==> config.mk <==
export PLATFORM = sky130hd
export DESIGN_NAME = vid_out_compositor
export DESIGN_NICKNAME = d
export VERILOG_FILES = /design/src/rtl/vo_pkg.sv /design/src/rtl/vo_raster.sv /design/src/rtl/vo_mix.sv /design/src/rtl/vid_out_compositor.sv
export SDC_FILE = /design/constraint.sdc
export NUM_CORES = 1
export LEC_CHECK = 0
export CAP_MARGIN = 10
export CORE_MARGIN = 2
export CORE_UTILIZATION = 57
export CTS_CLUSTER_DIAMETER = 150
export DETAILED_ROUTE_END_ITERATION = 8
export PLACE_DENSITY = 0.84
export SETUP_SLACK_MARGIN = 0.4
export SLEW_MARGIN = 20
export SYNTH_ARGS = -nofsm -noshare
export SYNTH_HDL_FRONTEND = slang
export SYNTH_HIERARCHICAL = 1
export SYNTH_SLANG_ARGS = --single-unit
==> constraint.sdc <==
create_clock -name clk -period 9.4 [get_ports clk]
set_clock_uncertainty 0.05 [all_clocks]
set_input_delay 0.94 -clock clk [delete_from_list [all_inputs] [get_ports clk]]
set_output_delay 0.94 -clock clk [all_outputs]
set_load 0.02 [all_outputs]
==> src/rtl/vo_pkg.sv <==
package vo_pkg;
  typedef enum logic [1:0] {
    MIX_OFF   = 2'd0,
    MIX_ALPHA = 2'd1,
    MIX_KEY   = 2'd2,
    MIX_RSVD  = 2'd3
  } mix_mode_e;

  typedef enum logic [1:0] {
    SEG_SAV,
    SEG_ACT,
    SEG_EAV,
    SEG_BLANK
  } seg_e;

  localparam logic [7:0] LVL_CHROMA = 8'h80;
  localparam logic [7:0] LVL_LUMA   = 8'h10;

  // flag byte of a timing code with its protection bits
  function automatic logic [7:0] code_flags(input logic f, input logic v, input logic h);
    return {1'b1, f, v, h, v ^ h, f ^ h, f ^ v, f ^ v ^ h};
  endfunction
endpackage

==> src/rtl/vo_raster.sv <==
module vo_raster
  import vo_pkg::*;
#(
  parameter int WW = 12,
  parameter int LW = 11
) (
  input  logic          clk,
  input  logic          rst_n,
  input  logic [WW-1:0] tot_w,
  input  logic [WW-1:0] act_w,
  input  logic [LW-1:0] tot_l,
  input  logic [LW-1:0] act_l,
  input  logic          ilace,
  output seg_e          seg,
  output logic [1:0]    cidx,
  output logic [WW:0]   apos,
  output logic          hodd,
  output logic          fld,
  output logic          vbl
);
  localparam int HW = WW + 1;

  logic [HW-1:0] hc_q, hc_d;
  logic [LW-1:0] vc_q, vc_d;
  logic [HW-1:0] line_end, act_end, eav_end, eoff;
  logic [LW-1:0] half, lin_f;

  // next state and decode
  always_comb begin
    line_end = {tot_w, 1'b0} - HW'(1);
    act_end  = HW'(4) + {act_w, 1'b0};
    eav_end  = act_end + HW'(4);
    eoff     = hc_q - act_end;
    if (hc_q < HW'(4))         seg = SEG_SAV;
    else if (hc_q < act_end)   seg = SEG_ACT;
    else if (hc_q < eav_end)   seg = SEG_EAV;
    else                       seg = SEG_BLANK;
    cidx  = (seg == SEG_SAV) ? hc_q[1:0] : eoff[1:0];
    apos  = hc_q - HW'(4);
    hodd  = hc_q[0];
    half  = tot_l >> 1;
    fld   = ilace && (vc_q >= half);
    lin_f = fld ? (vc_q - half) : vc_q;
    vbl   = (lin_f >= act_l);
    hc_d  = hc_q + HW'(1);
    vc_d  = vc_q;
    if (hc_q == line_end) begin
      hc_d = '0;
      vc_d = (vc_q == tot_l - LW'(1)) ? '0 : vc_q + LW'(1);
    end
  end

  always_ff @(posedge clk or negedge rst_n) begin
    if (!rst_n) begin
      hc_q <= '0;
      vc_q <= '0;
    end else begin
      hc_q <= hc_d;
      vc_q <= vc_d;
    end
  end

  p_hc_range_r2: assert property (@(posedge clk) disable iff (!rst_n)
    hc_q <= line_end);
  p_vc_range_r4: assert property (@(posedge clk) disable iff (!rst_n)
    vc_q < tot_l);
  p_line_step_r4: assert property (@(posedge clk) disable iff (!rst_n)
    (hc_q != line_end) |=> $stable(vc_q));
endmodule

==> src/rtl/vo_mix.sv <==
module vo_mix
  import vo_pkg::*;
(
  input  mix_mode_e   mode,
  input  logic [7:0]  vid,
  input  logic [7:0]  ovc,
  input  logic [7:0]  alpha,
  input  logic [23:0] ovl_yuv,
  input  logic [23:0] key_lo,
  input  logic [23:0] key_hi,
  output logic [7:0]  pix
);
  logic [2:0]  in_rng;
  logic [16:0] mix_sum;
  logic        key_hit;

  for (genvar c = 0; c < 3; c++) begin : g_key
    assign in_rng[c] = (ovl_yuv[c*8 +: 8] >= key_lo[c*8 +: 8]) &&
                       (ovl_yuv[c*8 +: 8] <= key_hi[c*8 +: 8]);
  end

  always_comb begin
    key_hit = &in_rng;
    mix_sum = 17'(alpha) * 17'(ovc) + (17'd256 - 17'(alpha)) * 17'(vid);
    case (mode)
      MIX_ALPHA: pix = mix_sum[15:8];
      MIX_KEY:   pix = key_hit ? vid : ovc;
      default:   pix = vid;
    endcase
  end
endmodule

==> src/rtl/vid_out_compositor.sv <==
module vid_out_compositor
  import vo_pkg::*;
#(
  parameter int WW = 12,
  parameter int LW = 11
) (
  input  logic          clk,
  input  logic          rst_n,
  input  logic [WW-1:0] cfg_act_w,
  input  logic [WW-1:0] cfg_tot_w,
  input  logic [LW-1:0] cfg_act_l,
  input  logic [LW-1:0] cfg_tot_l,
  input  logic          cfg_ilace,
  input  logic          cfg_upscale,
  input  logic [1:0]    cfg_mode,
  input  logic [23:0]   cfg_key_lo,
  input  logic [23:0]   cfg_key_hi,
  output logic          y_req,
  input  logic [7:0]    y_data,
  output logic          u_req,
  input  logic [7:0]    u_data,
  output logic          v_req,
  input  logic [7:0]    v_data,
  output logic          ov_req,
  input  logic [31:0]   ov_data,
  output logic [7:0]    vout
);
  seg_e        seg;
  logic [1:0]  cidx, phase;
  logic [WW:0] apos;
  logic        hodd, fld, vbl, act_vid, pair_odd, ovl_on;
  logic [7:0]  vid_b, ovc_b, mix_b, out_d, vout_q, blank_b;
  mix_mode_e   mode;

  assign mode = mix_mode_e'(cfg_mode);

  vo_raster #(.WW(WW), .LW(LW)) u_raster (
    .clk   (clk),
    .rst_n (rst_n),
    .tot_w (cfg_tot_w),
    .act_w (cfg_act_w),
    .tot_l (cfg_tot_l),
    .act_l (cfg_act_l),
    .ilace (cfg_ilace),
    .seg   (seg),
    .cidx  (cidx),
    .apos  (apos),
    .hodd  (hodd),
    .fld   (fld),
    .vbl   (vbl)
  );

  // stream consumption
  always_comb begin
    act_vid  = (seg == SEG_ACT) && !vbl;
    phase    = apos[1:0];
    pair_odd = apos[2];
    ovl_on   = (mode == MIX_ALPHA) || (mode == MIX_KEY);
    y_req    = act_vid && phase[0] && (!cfg_upscale || phase == 2'd3);
    u_req    = act_vid && (phase == 2'd0) && (!cfg_upscale || pair_odd);
    v_req    = act_vid && (phase == 2'd2) && (!cfg_upscale || pair_odd);
    ov_req   = act_vid && phase[0] && ovl_on;
    case (phase)
      2'd0:    begin vid_b = u_data; ovc_b = ov_data[15:8];  end
      2'd2:    begin vid_b = v_data; ovc_b = ov_data[7:0];   end
      default: begin vid_b = y_data; ovc_b = ov_data[23:16]; end
    endcase
  end

  vo_mix u_mix (
    .mode    (mode),
    .vid     (vid_b),
    .ovc     (ovc_b),
    .alpha   (ov_data[31:24]),
    .ovl_yuv (ov_data[23:0]),
    .key_lo  (cfg_key_lo),
    .key_hi  (cfg_key_hi),
    .pix     (mix_b)
  );

  // output byte selection
  always_comb begin
    blank_b = hodd ? LVL_LUMA : LVL_CHROMA;
    case (seg)
      SEG_SAV, SEG_EAV: begin
        case (cidx)
          2'd0:    out_d = 8'hFF;
          2'd3:    out_d = code_flags(fld, vbl, seg == SEG_EAV);
          default: out_d = 8'h00;
        endcase
      end
      SEG_ACT: out_d = act_vid ? mix_b : blank_b;
      default: out_d = blank_b;
    endcase
  end

  always_ff @(posedge clk or negedge rst_n) begin
    if (!rst_n) vout_q <= LVL_LUMA;
    else        vout_q <= out_d;
  end

  assign vout = vout_q;

  p_code_lead_r3: assert property (@(posedge clk) disable iff (!rst_n)
    ((seg == SEG_SAV || seg == SEG_EAV) && cidx == 2'd0) |=> (vout == 8'hFF));
  p_blank_lvl_r5: assert property (@(posedge clk) disable iff (!rst_n)
    (seg == SEG_BLANK) |=> (vout == LVL_CHROMA || vout == LVL_LUMA));
  p_vid_onehot_r6: assert property (@(posedge clk) disable iff (!rst_n)
    $onehot0({y_req, u_req, v_req}));
  p_idle_fetch_r6: assert property (@(posedge clk) disable iff (!rst_n)
    !act_vid |-> !(y_req || u_req || v_req || ov_req));
  p_up_luma_r7: assert property (@(posedge clk) disable iff (!rst_n)
    (cfg_upscale && y_req) |-> (phase == 2'd3));
  p_ovl_quiet_r11: assert property (@(posedge clk) disable iff (!rst_n)
    (cfg_mode == 2'd0 || cfg_mode == 2'd3) |-> !ov_req);
  p_alpha_zero_r9: assert property (@(posedge clk) disable iff (!rst_n)
    (act_vid && cfg_mode == 2'd1 && ov_data[31:24] == 8'd0) |=> (vout == $past(vid_b)));
endmodule

==> results.cfg <==
[setup_path]
crit_slowest_cell = clkdlybuf4s50_1
worstPathRequired_ns = 9.50
crit_type = in2reg
crit_path_max_incr_delay_ns = 0.78
worstPathArrival_ns = 7.85
cp-start-kind = input port
end_kind = register
cp_num_buf_inv = 7
critPathTopFamily = adder cells
cp_max_fo = 17

[cts]
cts_tree = yes
cts_hold_buf = 0
cts_setup_buffers = 0
cts-htree-levels = 2
cts_num_sinks = 32
clockBufferDepth = 2
cts_root_buf = clkbuf_16
clk_latency_ns = 0.27
path_clk_slew_ns = 0.05
cts_inserted_buffers = 5
cts_resized = 0

[sta]
finalHoldViolCount = 0
finalCriticalPeriod_ns = 7.74
tightest_slew_ns = 0.917
setup_tns_ns = 0
fmax_ghz = 0.129
setup_viol = 0
fin_crit_sh = 0.824
max_slew_margin = 0.385
hold-worst-slack_ns = 0.586
finalMaxSlewViolations = 0
grt_setup_unrepaired = no

[grt]
grt_overflow = 0
grt.total_usage = 0.279
antenna_found_initial = 0
grt_max_degree = 43
grt_pass1_wl_um = 45400
grt_pass1_vias = 9860

[layout]
final_common_cell = inv_1
fin_nets = 1866
layout-drive-gt1-share = 0.0472
diodes = 0
area_delta_synth_final_pct = 19.1
most-common-layout-cells = inv_1, ha_1, clkdlybuf4s50_1
post-route-util = 0.686
fill_cells = 1437

[floorplan]
num_rows = 50
fp.dieH_um = 141
ios = 168
dieArea_mm2 = 0.0198
die_w_um = 141
coreArea_mm2 = 0.0185
start_util = 0.576

[synth]
syn_inst = 1297
ys_warn_count = 6
syn_area_per_cell_um2 = 8.22
syn_nets = 1722
syn_area_mm2 = 0.0107

[routing]
ant_nets = 0
drtPass1Iterations = 6
drc_errors = 0
wirelength_um = 27400
drtIter0Drc = 519
vias_per_cell = 5.67
vias = 9493
routedWlPerCell_um = 16.4

[placement]
dpl.hpwl_um = 23300
io_buffers = 167
gp_congestion = 0.944

[status]
status = finished, final reports clean

[power]
powerDensity_mw_per_mm2 = 176
worst_ir_drop_vdd_mv = 0.227
p_leak_nw = 6.10

[hold_path]
worstHoldPathType = reg2reg

[job]
max-cap-violations = 0
-- metrics by stage --
step,std cells,cell area [µm²],setup slack (ns),power (mW)
2_1_floorplan,1297,10700,2.47,1.64
3_3_place_gp,1668,12600,1.51,1.99
3_5_place_dp,1668,12600,1.39,2.08
4_1_cts,1675,12700,1.66,2.26
5_1_grt,1675,12700,1.23,2.55
6_report,1675,12700,1.66,2.24
-- power by group --
| group | leakage, nW | total, mW | internal, mW | switching, mW |
|---|---|---|---|---|
| combinational | 5.66 | 1.89 | 0.850 | 1.04 |
| sequential | 0.367 | 0.190 | 0.160 | 0.0299 |
| clock | 0.0760 | 0.164 | 0.111 | 0.0533 |
| total | 6.10 | 2.24 | 1.12 | 1.12 |
-- state kept, by name, summed over array words and instances, names as in the netlist --
signal / flops
vout: 8
u_raster/hc_q: 13
u_raster/vc_q: 11
-- path summary, 6_finish.rpt --
kind | start | end | slack (ns) | cells after the start
setup / recovery | ov_data[24] | vout[6] | 1.66 | 27
hold / removal | u_raster/vc_q[10] | u_raster/vc_q[10] | 0.59 | 1
setup reg to reg | u_raster/hc_q[1] | vout[6] | 2.82 | 26
hold reg to reg | u_raster/vc_q[10] | u_raster/vc_q[10] | 0.59 | 1
max in group asynchronous | rst_n | vout[4] | 7.96 | 2
min in group asynchronous | rst_n | u_raster/hc_q[11] | 1.02 | 2
-- layer usage --
layer	up-vias	GRT usage	share of wire
met1	4443	0.350	0.41
met5	-	0	0
met3	86	0.0336	0.065
met2	370	0.496	0.48
li1	4594	-	-
met4	0	0.106	0.039
-- area by class of cell --
type,count,area (µm²),area share
inverter,230,863,0.0679
multi-input combinational,986,8780,0.691
clock buffer,7,153,0.0120
sequential,32,802,0.0631
timing repair buffer,186,1810,0.143
tap,234,293,0.0230
Power figures use the tool's default switching activity.
